**src/rtl/sdr_seq_pkg.sv**
```systemverilog
package sdr_seq_pkg;
  typedef enum logic [1:0] {OP_WR = 2'd0, OP_RD = 2'd1, OP_PRE = 2'd2, OP_ACT = 2'd3} host_op_e;
  // {ras_n, cas_n, we_n}
  typedef enum logic [2:0] {
    CMD_ACT = 3'b011, CMD_RD = 3'b101, CMD_WR = 3'b100,
    CMD_PRE = 3'b010, CMD_NOP = 3'b111
  } sd_cmd_e;

  function automatic int ps_to_cyc(int t_ps, int tck_ps);
    return (t_ps + tck_ps - 1) / tck_ps;
  endfunction
endpackage

```
**src/rtl/sdr_bank_timer.sv**
```systemverilog
module sdr_bank_timer #(
  parameter int TWR_CYC = 2,
  parameter int TRP_CYC = 3
) (
  input  logic clk_i,
  input  logic rst_ni,
  input  logic data_i,
  input  logic pre_i,
  input  logic ap_end_i,
  input  logic issue_i,
  output logic wr_ok_o,
  output logic rp_ok_o
);
  localparam int CNT_W = $clog2(TWR_CYC + TRP_CYC + 1);
  localparam logic [CNT_W-1:0] WR_LOAD = CNT_W'(TWR_CYC);
  localparam logic [CNT_W-1:0] RP_LOAD = CNT_W'(TRP_CYC);
  localparam logic [CNT_W-1:0] AP_LOAD = CNT_W'(TWR_CYC + TRP_CYC);

  logic [CNT_W-1:0] wr_q, rp_q;

  always_ff @(posedge clk_i or negedge rst_ni) begin
    if (!rst_ni) begin
      wr_q <= '0;
      rp_q <= '0;
    end else begin
      if (data_i)         wr_q <= WR_LOAD;
      else if (wr_q != 0) wr_q <= wr_q - 1'b1;
      if (pre_i)          rp_q <= RP_LOAD;
      else if (ap_end_i)  rp_q <= AP_LOAD;
      else if (rp_q != 0) rp_q <= rp_q - 1'b1;
    end
  end

  // counter value 1 means the period ends with the next pin cycle
  assign wr_ok_o = (wr_q <= CNT_W'(1));
  assign rp_ok_o = (rp_q <= CNT_W'(1));

  AST_WR_RECOVERY: assert property (@(posedge clk_i) disable iff (!rst_ni)
    pre_i |-> wr_ok_o);
  AST_RP_QUIET: assert property (@(posedge clk_i) disable iff (!rst_ni)
    issue_i |-> rp_ok_o);
endmodule

```
**src/rtl/sdr_burst_track.sv**
```systemverilog
module sdr_burst_track #(
  parameter int BURST_LEN = 4,
  parameter bit FULL_PAGE = 1'b0,
  parameter int BANK_W    = 1
) (
  input  logic              clk_i,
  input  logic              rst_ni,
  input  logic              wr_cmd_i,
  input  logic              wr_last_i,
  input  logic              wr_ap_i,
  input  logic [BANK_W-1:0] wr_bank_i,
  input  logic              beat_i,
  input  logic              beat_last_i,
  input  logic              stop_i,
  output logic              cont_o,
  output logic              open_o,
  output logic              ap_o,
  output logic [BANK_W-1:0] bank_o,
  output logic              nxt_burst_o,
  output logic              ap_end_o,
  output logic [BANK_W-1:0] ap_end_bank_o
);
  localparam int REM_W = (BURST_LEN > 1) ? $clog2(BURST_LEN + 1) : 1;
  localparam logic [REM_W-1:0] REM_INIT = REM_W'(BURST_LEN - 1);
  localparam bit SINGLE = (BURST_LEN == 1);

  logic [REM_W-1:0]  rem_q, rem_d;
  logic              run_q, run_d, open_q, open_d, ap_q, ap_d, nxt_final;
  logic [BANK_W-1:0] bank_q, bank_d;

  assign cont_o = FULL_PAGE ? run_q : (rem_q != '0);

  always_comb begin
    rem_d = rem_q; run_d = run_q; open_d = open_q; ap_d = ap_q; bank_d = bank_q;
    nxt_burst_o = 1'b0;
    nxt_final   = 1'b0;
    if (wr_cmd_i) begin
      rem_d       = REM_INIT;
      run_d       = 1'b1;
      open_d      = !wr_last_i;
      ap_d        = wr_ap_i && !FULL_PAGE;
      bank_d      = wr_bank_i;
      nxt_burst_o = 1'b1;
      nxt_final   = !FULL_PAGE && SINGLE;
    end else if (stop_i) begin
      rem_d  = '0;
      run_d  = 1'b0;
      open_d = 1'b0;
      ap_d   = 1'b0;
    end else if (cont_o) begin
      if (!FULL_PAGE) rem_d = rem_q - 1'b1;
      nxt_burst_o = 1'b1;
      nxt_final   = !FULL_PAGE && (rem_q == REM_W'(1));
      open_d      = open_q && !(beat_i && beat_last_i) && (FULL_PAGE || rem_q > REM_W'(1));
    end
  end

  assign ap_end_o      = nxt_final && ap_d;
  assign ap_end_bank_o = bank_d;
  assign open_o        = open_q;
  assign ap_o          = ap_q;
  assign bank_o        = bank_q;

  always_ff @(posedge clk_i or negedge rst_ni) begin
    if (!rst_ni) begin
      rem_q <= '0; run_q <= 1'b0; open_q <= 1'b0; ap_q <= 1'b0; bank_q <= '0;
    end else begin
      rem_q <= rem_d; run_q <= run_d; open_q <= open_d; ap_q <= ap_d; bank_q <= bank_d;
    end
  end

  AST_AP_NO_TRUNC: assert property (@(posedge clk_i) disable iff (!rst_ni)
    (ap_q && cont_o) |-> !(stop_i || wr_cmd_i));
endmodule

```
**src/rtl/sdr_wr_burst_seq.sv**
```systemverilog
module sdr_wr_burst_seq
  import sdr_seq_pkg::*;
#(
  parameter int NUM_BANKS = 2,
  parameter int ADDR_W    = 12,
  parameter int COL_W     = 9,
  parameter int DATA_W    = 8,
  parameter int BURST_LEN = 4,
  parameter bit FULL_PAGE = 1'b0,
  parameter int TCK_PS    = 10000,
  parameter int TWR_PS    = 15000,
  parameter int TRP_PS    = 30000,
  localparam int BANK_W   = (NUM_BANKS > 1) ? $clog2(NUM_BANKS) : 1
) (
  input  logic              clk_i,
  input  logic              rst_ni,
  input  logic              req_valid_i,
  output logic              req_ready_o,
  input  logic [1:0]        req_op_i,
  input  logic [BANK_W-1:0] req_bank_i,
  input  logic [ADDR_W-1:0] req_addr_i,
  input  logic [DATA_W-1:0] req_data_i,
  input  logic              req_last_i,
  input  logic              req_ap_i,
  output logic              sd_ras_n_o,
  output logic              sd_cas_n_o,
  output logic              sd_we_n_o,
  output logic [BANK_W-1:0] sd_ba_o,
  output logic [ADDR_W-1:0] sd_addr_o,
  output logic [DATA_W-1:0] sd_dq_o,
  output logic              sd_dq_oe_o,
  output logic              sd_dqm_o
);
  localparam int AP_BIT  = 10;
  localparam int TWR_RAW = ps_to_cyc(TWR_PS, TCK_PS);
  localparam int TWR_CYC = (TWR_RAW < 2) ? 2 : TWR_RAW;
  localparam int TRP_RAW = ps_to_cyc(TRP_PS, TCK_PS);
  localparam int TRP_CYC = (TRP_RAW < 1) ? 1 : TRP_RAW;

  host_op_e          op;
  logic              cont, open, ap_live, nxt_burst, ap_end;
  logic [BANK_W-1:0] burst_bank, ap_end_bank, dbank;
  logic              is_beat, cmd_ok, fire, wr_cmd, pre_stop, rd_stop, data_nxt;
  logic [NUM_BANKS-1:0] wr_ok, rp_ok;

  sd_cmd_e           cmd_q, cmd_n;
  logic [BANK_W-1:0] ba_q, ba_n;
  logic [ADDR_W-1:0] addr_q, addr_n;
  logic [DATA_W-1:0] dq_q;
  logic              oe_q, dqm_q, dqm_n, ldat_q;
  logic [BANK_W-1:0] ldat_bank_q;

  assign op      = host_op_e'(req_op_i);
  assign is_beat = req_valid_i && op == OP_WR && open && cont;
  assign cmd_ok  = !(ap_live && cont) && rp_ok[req_bank_i] && (op != OP_PRE || wr_ok[req_bank_i]);
  assign req_ready_o = is_beat || cmd_ok;
  assign fire     = req_valid_i && !is_beat && cmd_ok;
  assign wr_cmd   = fire && op == OP_WR;
  assign rd_stop  = fire && op == OP_RD;
  assign pre_stop = fire && op == OP_PRE && req_bank_i == burst_bank;
  assign data_nxt = wr_cmd || is_beat;
  assign dbank    = wr_cmd ? req_bank_i : burst_bank;

  sdr_burst_track #(
    .BURST_LEN(BURST_LEN), .FULL_PAGE(FULL_PAGE), .BANK_W(BANK_W)
  ) u_track (
    .clk_i, .rst_ni,
    .wr_cmd_i(wr_cmd), .wr_last_i(req_last_i), .wr_ap_i(req_ap_i), .wr_bank_i(req_bank_i),
    .beat_i(is_beat), .beat_last_i(req_last_i), .stop_i(rd_stop || pre_stop),
    .cont_o(cont), .open_o(open), .ap_o(ap_live), .bank_o(burst_bank),
    .nxt_burst_o(nxt_burst), .ap_end_o(ap_end), .ap_end_bank_o(ap_end_bank)
  );

  for (genvar b = 0; b < NUM_BANKS; b++) begin : g_bank
    logic hit;
    assign hit = req_bank_i == BANK_W'(b);
    sdr_bank_timer #(.TWR_CYC(TWR_CYC), .TRP_CYC(TRP_CYC)) u_timer (
      .clk_i, .rst_ni,
      .data_i  (data_nxt && dbank == BANK_W'(b)),
      .pre_i   (fire && op == OP_PRE && hit),
      .ap_end_i(ap_end && ap_end_bank == BANK_W'(b)),
      .issue_i (fire && hit),
      .wr_ok_o (wr_ok[b]),
      .rp_ok_o (rp_ok[b])
    );
  end

  always_comb begin
    cmd_n  = CMD_NOP;
    ba_n   = ba_q;
    addr_n = addr_q;
    if (fire) begin
      ba_n = req_bank_i;
      unique case (op)
        OP_WR: begin
          cmd_n          = CMD_WR;
          addr_n         = ADDR_W'(req_addr_i[COL_W-1:0]);
          addr_n[AP_BIT] = req_ap_i && !FULL_PAGE;
        end
        OP_RD: begin
          cmd_n  = CMD_RD;
          addr_n = ADDR_W'(req_addr_i[COL_W-1:0]);
        end
        OP_PRE: begin
          cmd_n  = CMD_PRE;
          addr_n = '0;
        end
        default: begin
          cmd_n  = CMD_ACT;
          addr_n = req_addr_i;
        end
      endcase
    end
    // mask burst cycles without host data, and the truncating precharge edge
    dqm_n = (nxt_burst && !data_nxt) || (pre_stop && cont);
  end

  always_ff @(posedge clk_i or negedge rst_ni) begin
    if (!rst_ni) begin
      cmd_q <= CMD_NOP; ba_q <= '0; addr_q <= '0; dq_q <= '0;
      oe_q <= 1'b0; dqm_q <= 1'b0; ldat_q <= 1'b0; ldat_bank_q <= '0;
    end else begin
      cmd_q  <= cmd_n;
      ba_q   <= ba_n;
      addr_q <= addr_n;
      if (data_nxt) dq_q <= req_data_i;
      oe_q   <= nxt_burst;
      dqm_q  <= dqm_n;
      ldat_q <= data_nxt;
      ldat_bank_q <= dbank;
    end
  end

  assign {sd_ras_n_o, sd_cas_n_o, sd_we_n_o} = cmd_q;
  assign sd_ba_o    = ba_q;
  assign sd_addr_o  = addr_q;
  assign sd_dq_o    = dq_q;
  assign sd_dq_oe_o = oe_q;
  assign sd_dqm_o   = dqm_q;

  AST_READ_RELEASES_BUS: assert property (@(posedge clk_i) disable iff (!rst_ni)
    (cmd_q == CMD_RD) |-> !oe_q);
  AST_TWR_MIN_TWO: assert property (@(posedge clk_i) disable iff (!rst_ni)
    (cmd_q == CMD_PRE) |-> !($past(ldat_q) && $past(ldat_bank_q) == ba_q));
  AST_IDLE_NOP: assert property (@(posedge clk_i) disable iff (!rst_ni)
    !(req_valid_i && req_ready_o) |=> (cmd_q == CMD_NOP));
endmodule

```
**config.mk**
```make
export PLATFORM = sky130hd
export DESIGN_NAME = sdr_wr_burst_seq
export DESIGN_NICKNAME = d
export VERILOG_FILES = /design/src/rtl/sdr_seq_pkg.sv /design/src/rtl/sdr_bank_timer.sv /design/src/rtl/sdr_burst_track.sv /design/src/rtl/sdr_wr_burst_seq.sv
export SDC_FILE = /design/constraint.sdc
export NUM_CORES = 1
export LEC_CHECK = 0
export ABC_AREA = 1
export BUFFER_PORTS_ARGS = -buffer_cell sky130_fd_sc_hd__buf_2
export CELL_PAD_IN_SITES_DETAIL_PLACEMENT = 2
export CELL_PAD_IN_SITES_GLOBAL_PLACEMENT = 2
export CORE_ASPECT_RATIO = 0.9
export CORE_MARGIN = 3
export CORE_UTILIZATION = 34
export CTS_CLUSTER_SIZE = 24
export DETAILED_ROUTE_END_ITERATION = 8
export PLACE_DENSITY_LB_ADDON = 0.1
export SYNTH_ARGS = -nofsm -noshare
export SYNTH_HDL_FRONTEND = slang
export SYNTH_SLANG_ARGS = --single-unit
```
**constraint.sdc**
```tcl
create_clock -name clk_i -period 3.7 [get_ports clk_i]
set_clock_uncertainty 0.1 [all_clocks]
set_input_delay 0.74 -clock clk_i [delete_from_list [all_inputs] [get_ports clk_i]]
set_output_delay 0.74 -clock clk_i [all_outputs]
set_load 0.02 [all_outputs]
```
==> metrics.yaml, run 1 <==
synth_edf_count: 0
drv_cap: 0
antenna_cells: 0
r2r_start: "g_bank[0].u_timer.wr_q[1]"
synthTopCellsByArea: "dfrtp_1, nand2_1, ha_1, inv_1, o21ai_0"
hold_path.class: "flip-flop to flip-flop"
yosys_most_used_dff: "dfrtp_1"
start_kind: "flip-flop"
antenna_found_initial: 0
hold_end: "sd_dq_o[2]"
cts_sinks: 44
grt_pass1_wl_mm: 10.55
root_buffer: "clkbuf_8"
rsz0062_at_grt: "false"
grt_max_degree: 45
route.vias.total: 1988
initialDrtViolationCount: 42
drc: 0
grt_pass1_vias: 2148
grt_usage_pct: 16.84
final_util_pct: 43.06
yosys.area.top_type_share_pct: 43.29
fin_tns_setup_ns: 0
slowest_delay_ns: 0.43
ir_worst_vdd_uv: 300.6
wl_per_cell_microns: 14.52
cpMostUsedCell: "nand2_1"
cts_tree: "yes"
p_per_area_nw_per_um2: 852.4
setup_viol: 0
grt-ovfl-total: 0
cp-end-kind: "output pin"
whs_path_depth: 2
maxSlewViolCount: 0
totalWireLength_mm: 6.228
hold_buffers: 0
ys_seq_elements: 44
r2r_cells: 15
clk_pin_slew_ns: 0.09
ys_seq_area_share_pct: 46.62
timing.final.crit_share_pct: 72.21
cts_made_buffers: 5
dp_slack_ns: 0.9010
synth_cell_types: 33
max_clock_freq_ghz: 0.3743
max_slew_margin_pct: 32.82
cp.required_ns: 2.86
syn-num-nets: 323
firstDrtPassIters: 4
crit_slowest_cell: "dfrtp_1"
initial_utilization_pct: 35.60
num-fill-cells: 794
die_y_microns: 85.20
syn_to_final_growth_pct: 20.96
cts_resized: 0
die_x_microns: 94
period_needed_ns: 2.672
ys.warnings.count: 0
vias_per_cell: 4.634
gp_congestion: 0.7944
dieArea_sq_um: 8009
hold_violations: 0
fin_ws_ns: 1.028
cts_max_level: 2
path_class: "flip-flop to output pin"
portBuffers: 54
dp_hpwl_mm: 4.715
p_leak_nw: 1.539
rr_endpoint: "g_bank[1].u_timer.rp_q[0]"
synthCells: 280
async_flop_share_pct: 100.0
std_cell_rows: 28
r2r_slack_ns: 1.18
core-area_sq_um: 6656
clock_latency_ns: 0.30
design.portCount: 55
worstMarginPinSlew_ns: 1.008
syn-cell-area_sq_um: 2370
dpl_cell_area_sq_um: 2740
nNetsFinal: 381
crit_fanout: 5
hold_path.startpoint: "sd_dq_o[2]"
ant_nets: 0
path_cells: "inv_1, ha_1, nand2_1, nand2_1, nand3_1, o21ai_0, buf_2"
drive_above_1_share_pct: 28.32
crit_arrival_ns: 1.83
syn_area_per_cell_sq_um: 8.463
clock_path_buffers: 2
post-cts-setup-buffer-count: 0
yosysTopAreaCell: "dfrtp_1"
status: "finished clean"
fin_area_sq_um: 2867
==> registers in the layout, indices dropped and copies added (netlist names) <==
signal	count
sd_addr_o	12
sd_dq_o	8
g_bank.u_timer.rp_q	6
g_bank.u_timer.wr_q	6
cmd_q	3
u_track.rem_q	3
sd_ba_o	1
sd_dq_oe_o	1
sd_dqm_o	1
u_track.ap_o	1
u_track.bank_o	1
u_track.open_o	1
==> cell usage after synthesis (2+ instances only) <==
cell and n:
o211ai_1 2, nor2_4 2, a31oi_1 2, nor2_2 5, clkinv_1 3, dfstp_2 3
nand2_1 97, nand2_4 2, clkbuf_1 2, dfrtp_1 41, nor3_1 2, ha_1 15
nand3_4 2, nand2_2 6, nand3_2 4, o21ai_0 18, xnor2_1 6, inv_1 26
inv_2 6, nor2_1 12, nand3_1 12
==> stage by stage <==
| stage | cells | power (mW) | hold slack, ns |
|---|---|---|---|
| 3_5_place_dp | 421 | 2.069 | 0.3630 |
| 3_3_place_gp | 421 | 2.014 | 0.3489 |
| 6_report | 429 | 2.443 | 0.3752 |
| 5_1_grt | 429 | 2.691 | 0.4151 |
| 4_1_cts | 429 | 2.494 | 0.3820 |
| 2_1_floorplan | 280 | 1.694 | 0.3444 |
==> worst max-delay path by stage <==
stage	from	end	slack (ns)	depth (start not counted)
2_1_floorplan	req_bank_i	req_ready_o	1.35	6
4_1_cts	u_track.rem_q[0]	req_ready_o	0.97	7
6_report	u_track.rem_q[0]	req_ready_o	1.03	7
3_3_place_gp	req_bank_i	g_bank[0].u_timer.rp_q[1]	0.95	15
5_1_grt	g_bank[0].u_timer.wr_q[1]	g_bank[0].u_timer.rp_q[1]	0.87	15
3_5_place_dp	req_bank_i	g_bank[0].u_timer.rp_q[1]	0.90	15
==> kinds of logic (layout without fill, tap and decap cells) <==
| kind of cell | count (synthesis) | in the layout | synth area share [%] |
|---|---|---|---|
| buffers and inverters | 39 | 98 | 6.282 |
| flip-flops | 44 | 44 | 46.62 |
| AO/OA/AOI/OAI | 26 | 26 | 6.230 |
| AND/OR/NAND/NOR | 150 | 150 | 30.73 |
| adder cells (fa/ha/maj) | 15 | 15 | 7.920 |
| XOR/XNOR | 6 | 6 | 2.218 |
==> layout by cell type, fill, tap and decap left out <==
master     count
clkbuf_8       7
o21ai_1        1
nand3_1       12
nand2_4        2
nand2_2        6
dfstp_2        3
nor3b_1        1
nand2_1       97
nor2_1        12
bufinv_16      1
o21ai_0       18
nand3_4        2
buf_2         54
xnor2_1        6
a31oi_1        2
inv_1         26
ha_1          15
o311ai_0       1
clkinv_1       3
nand3b_1       1
nand3b_2       1
nor2_4         2
nand3_2        4
o21ai_2        1
nand4_4        1
o211ai_1       2
and3_1         1
nand4_1        1
nor3_1         2
o21bai_1       1
nor2_2         5
dfrtp_1       41
inv_2          6
clkinv_2       1
==> where the power goes <==
part | leakage [nW] | internal, mW | total [mW] | switching [mW]
Combinational | 0.940 | 0.419 | 1.18 | 0.764
Clock | 0.0645 | 0.238 | 0.410 | 0.171
Sequential | 0.535 | 0.707 | 0.850 | 0.144
Total | 1.54 | 1.36 | 2.44 | 1.08
==> routing by layer <==
layer  routed length, microns  part of all wire, %  up-vias  track usage (%)
li1                         -                    -      986                -
met4                       66                  1.1        0            4.724
met2                     3175                   51       31            29.01
met5                        0                    0        -                0
met3                      192                  3.1        5            3.280
met1                     2795                   45      966            21.48
==> final cells by class <==
cell class	instances	area (sq um)	area share [%]
clock inverter	1	30.03	1.048
multi-input combinational	197	1116	38.93
clock buffer	7	96.34	3.361
tap	90	112.6	3.928
timing repair buffer	54	270.3	9.428
inverter	36	136.4	4.758
sequential	44	1105	38.54
==> critical path, delay by kind of cell, from the launching register on <==
| kind | cells | cell delay (ns) |
|---|---|---|
| buffers and inverters | 2 | 0.31 |
| AOI/OAI and AO/OA | 1 | 0.24 |
| DFF | 1 | 0.43 |
| adders and majority gates | 1 | 0.15 |
| and+or+nand+nor | 3 | 0.40 |
(Power assumes the default switching activity.)
==> run 2: changes to the inputs <==
- CORE_UTILIZATION: 34 -> 28
- clock period: 3.7 -> 2.4 ns (I/O delays scaled with it)
==> metrics.yaml, run 2 (synthesized netlist as in run 1, its figures left out) <==
intPower_mw: 2.066  # +51%
antenna_found_initial: 0  # unchanged
initial_utilization_pct: 29.09  # -6.5 points
antenna_cells: 0  # unchanged
clk_pin_slew_ns: 0.09  # about the same
timing.final.crit_share_pct: 93.96
finalPower_mw: 3.806  # +56%
status: "finished clean"
hold_path.class: "primary input to asynchronous set/reset pin"
crit_fanout: 3  # -2
setup_viol: 0  # unchanged
gp_congestion: 0.7317  # -7.9%
p_clk_share_pct: 12.1  # -4.7 points
grt_usage_pct: 14.51  # -2.3 points
core-area_sq_um: 8145  # +22%
drive_above_1_share_pct: 35.31  # +7.0 points
p_leak_nw: 1.618  # +5.2%
p_per_area_nw_per_um2: 1260  # +48%
std_cell_rows: 31  # +11%
initialDrtViolationCount: 32  # -24%
vias_per_cell: 4.554  # -1.7%
root_buffer: "clkbuf_8"
fin_ws_ns: 0.1449  # -0.8835 ns
dp_slack_ns: -0.04178  # -0.9427 ns
layout_common_cells: "nand2_1, buf_2, dfrtp_1"
grt_pass1_vias: 2179  # +1.4%
path_class: "flip-flop to output pin"
worstMarginPinSlew_ns: 0.4684  # -0.5392 ns
final_util_pct: 37.10  # -6.0 points
design.portCount: 55  # unchanged
pwr-share-seq_pct: 34.4  # -0.4 points
r2r_slack_ns: 0.18  # -1.00 ns
portBuffers: 54  # unchanged
totalWireLength_mm: 6.575  # +5.6%
die_x_microns: 103.0  # +9.5%
power.switching_mw: 1.740  # +61%
hold_violations: 0  # unchanged
cts_made_buffers: 5  # unchanged
final_common_cell: "nand2_1"
crit_arrival_ns: 1.68  # -0.15 ns
ir_worst_vdd_uv: 399.1  # +33%
largest_reg_flops: 12  # unchanged
holdWs_ns: 0.02194  # -0.3533 ns
rsz0062_at_grt: "true"
max_slew_margin_pct: 68.77  # +36 points
clock_latency_ns: 0.30  # about the same
power_frac_comb_pct: 53.5  # +5.1 points
cts_tree: "yes"
cts_max_level: 2  # unchanged
nNetsFinal: 397  # +4.2%
dp_hpwl_mm: 5.202  # +10%
drv_cap: 0  # unchanged
p_sw_share_pct: 45.73  # +1.6 points
cts_sinks: 44  # unchanged
route.vias.total: 2063  # +3.8%
grt-ovfl-total: 0  # unchanged
cp-end-kind: "output pin"
dieArea_sq_um: 9605  # +20%
ant_nets: 0  # unchanged
wl_per_cell_microns: 14.51  # about the same
grt_pass1_wl_mm: 10.94  # +3.7%
syn_to_final_growth_pct: 27.51
fin_tns_setup_ns: 0  # unchanged
period_needed_ns: 2.255
maxSlewViolCount: 0  # unchanged
die_y_microns: 93.28  # +9.5%
drc: 0  # unchanged
firstDrtPassIters: 4  # unchanged
max_clock_freq_ghz: 0.4434
grt_max_degree: 25  # -44%
clock_path_buffers: 2  # unchanged
cp.required_ns: 1.82  # -1.04 ns
start_kind: "flip-flop"
[run 2: final cells by class]
cell class | count | area [sq um]
Sequential cell | 44 | 1106
Timing Repair Buffer | 69 | 385.4
Multi-Input combinational cell | 198 | 1189
Inverter | 36 | 136.4
Clock inverter | 2 | 12.51
Clock buffer | 5 | 68.82
Tap cell | 99 | 123.9
Fill cell | 922 | 5124
[run 2: power by group through the flow]
stage	Clock, mW	Sequential [mW]	Combinational (mW)
2_1_floorplan	0	1.50	1.11
3_3_place_gp	0	1.32	1.85
3_5_place_dp	0	1.33	1.91
4_1_cts	0.487	1.31	1.93
5_1_grt	0.522	1.36	2.33
6_report	0.460	1.31	2.04
[run 2: routing by layer]
layer / vias up / wire length (microns) / GRT usage (%)
li1: 1023 / - / -
met1: 1002 / 3063 / 19.34
met2: 31 / 3204 / 23.82
met3: 7 / 215 / 2.908
met4: 0 / 93 / 3.991
met5: - / 0 / 0
[run 2: stage by stage]
stage,std cells,area (sq um)
6_report,453,3022
5_1_grt,453,3022
4_1_cts,443,2883
3_5_place_dp,436,2796
3_3_place_gp,436,2796
2_1_floorplan,280,2370
[run 2: what timing repair did]
item | 4_1_cts | 5_1_grt
buffers inserted | 0 | 9
gates resized for setup | 3 | 19
endpoints found under the setup margin | 13 | 24
pin swaps | 1 | 9
hold buffers | 0 | 0
cloned | 0 | 1
[run 2: path summary, 6_finish.rpt]
kind / cells past startpoint / from / to
setup / recovery: 8 / g_bank[0].u_timer.wr_q[1] / req_ready_o
hold / removal: 1 / rst_ni / sd_addr_o[2]
setup reg to reg: 15 / u_track.rem_q[0] / g_bank[1].u_timer.rp_q[1]
hold reg to reg: 2 / sd_dq_o[7] / sd_dq_o[7]
max in group asynchronous: 2 / rst_ni / cmd_q[0]
min in group clk_i: 3 / req_data_i[6] / sd_dq_o[6]
[run 2: critical path, cell delays in order, from the launching register on]
cell,delay (ns)
dfrtp_1,0.40
inv_1,0.10
ha_1,0.14
o21bai_1,0.13
nand2_1,0.12
nand2_1,0.12
nor2_4,0.05
o21ai_2,0.16
buf_4,0.16
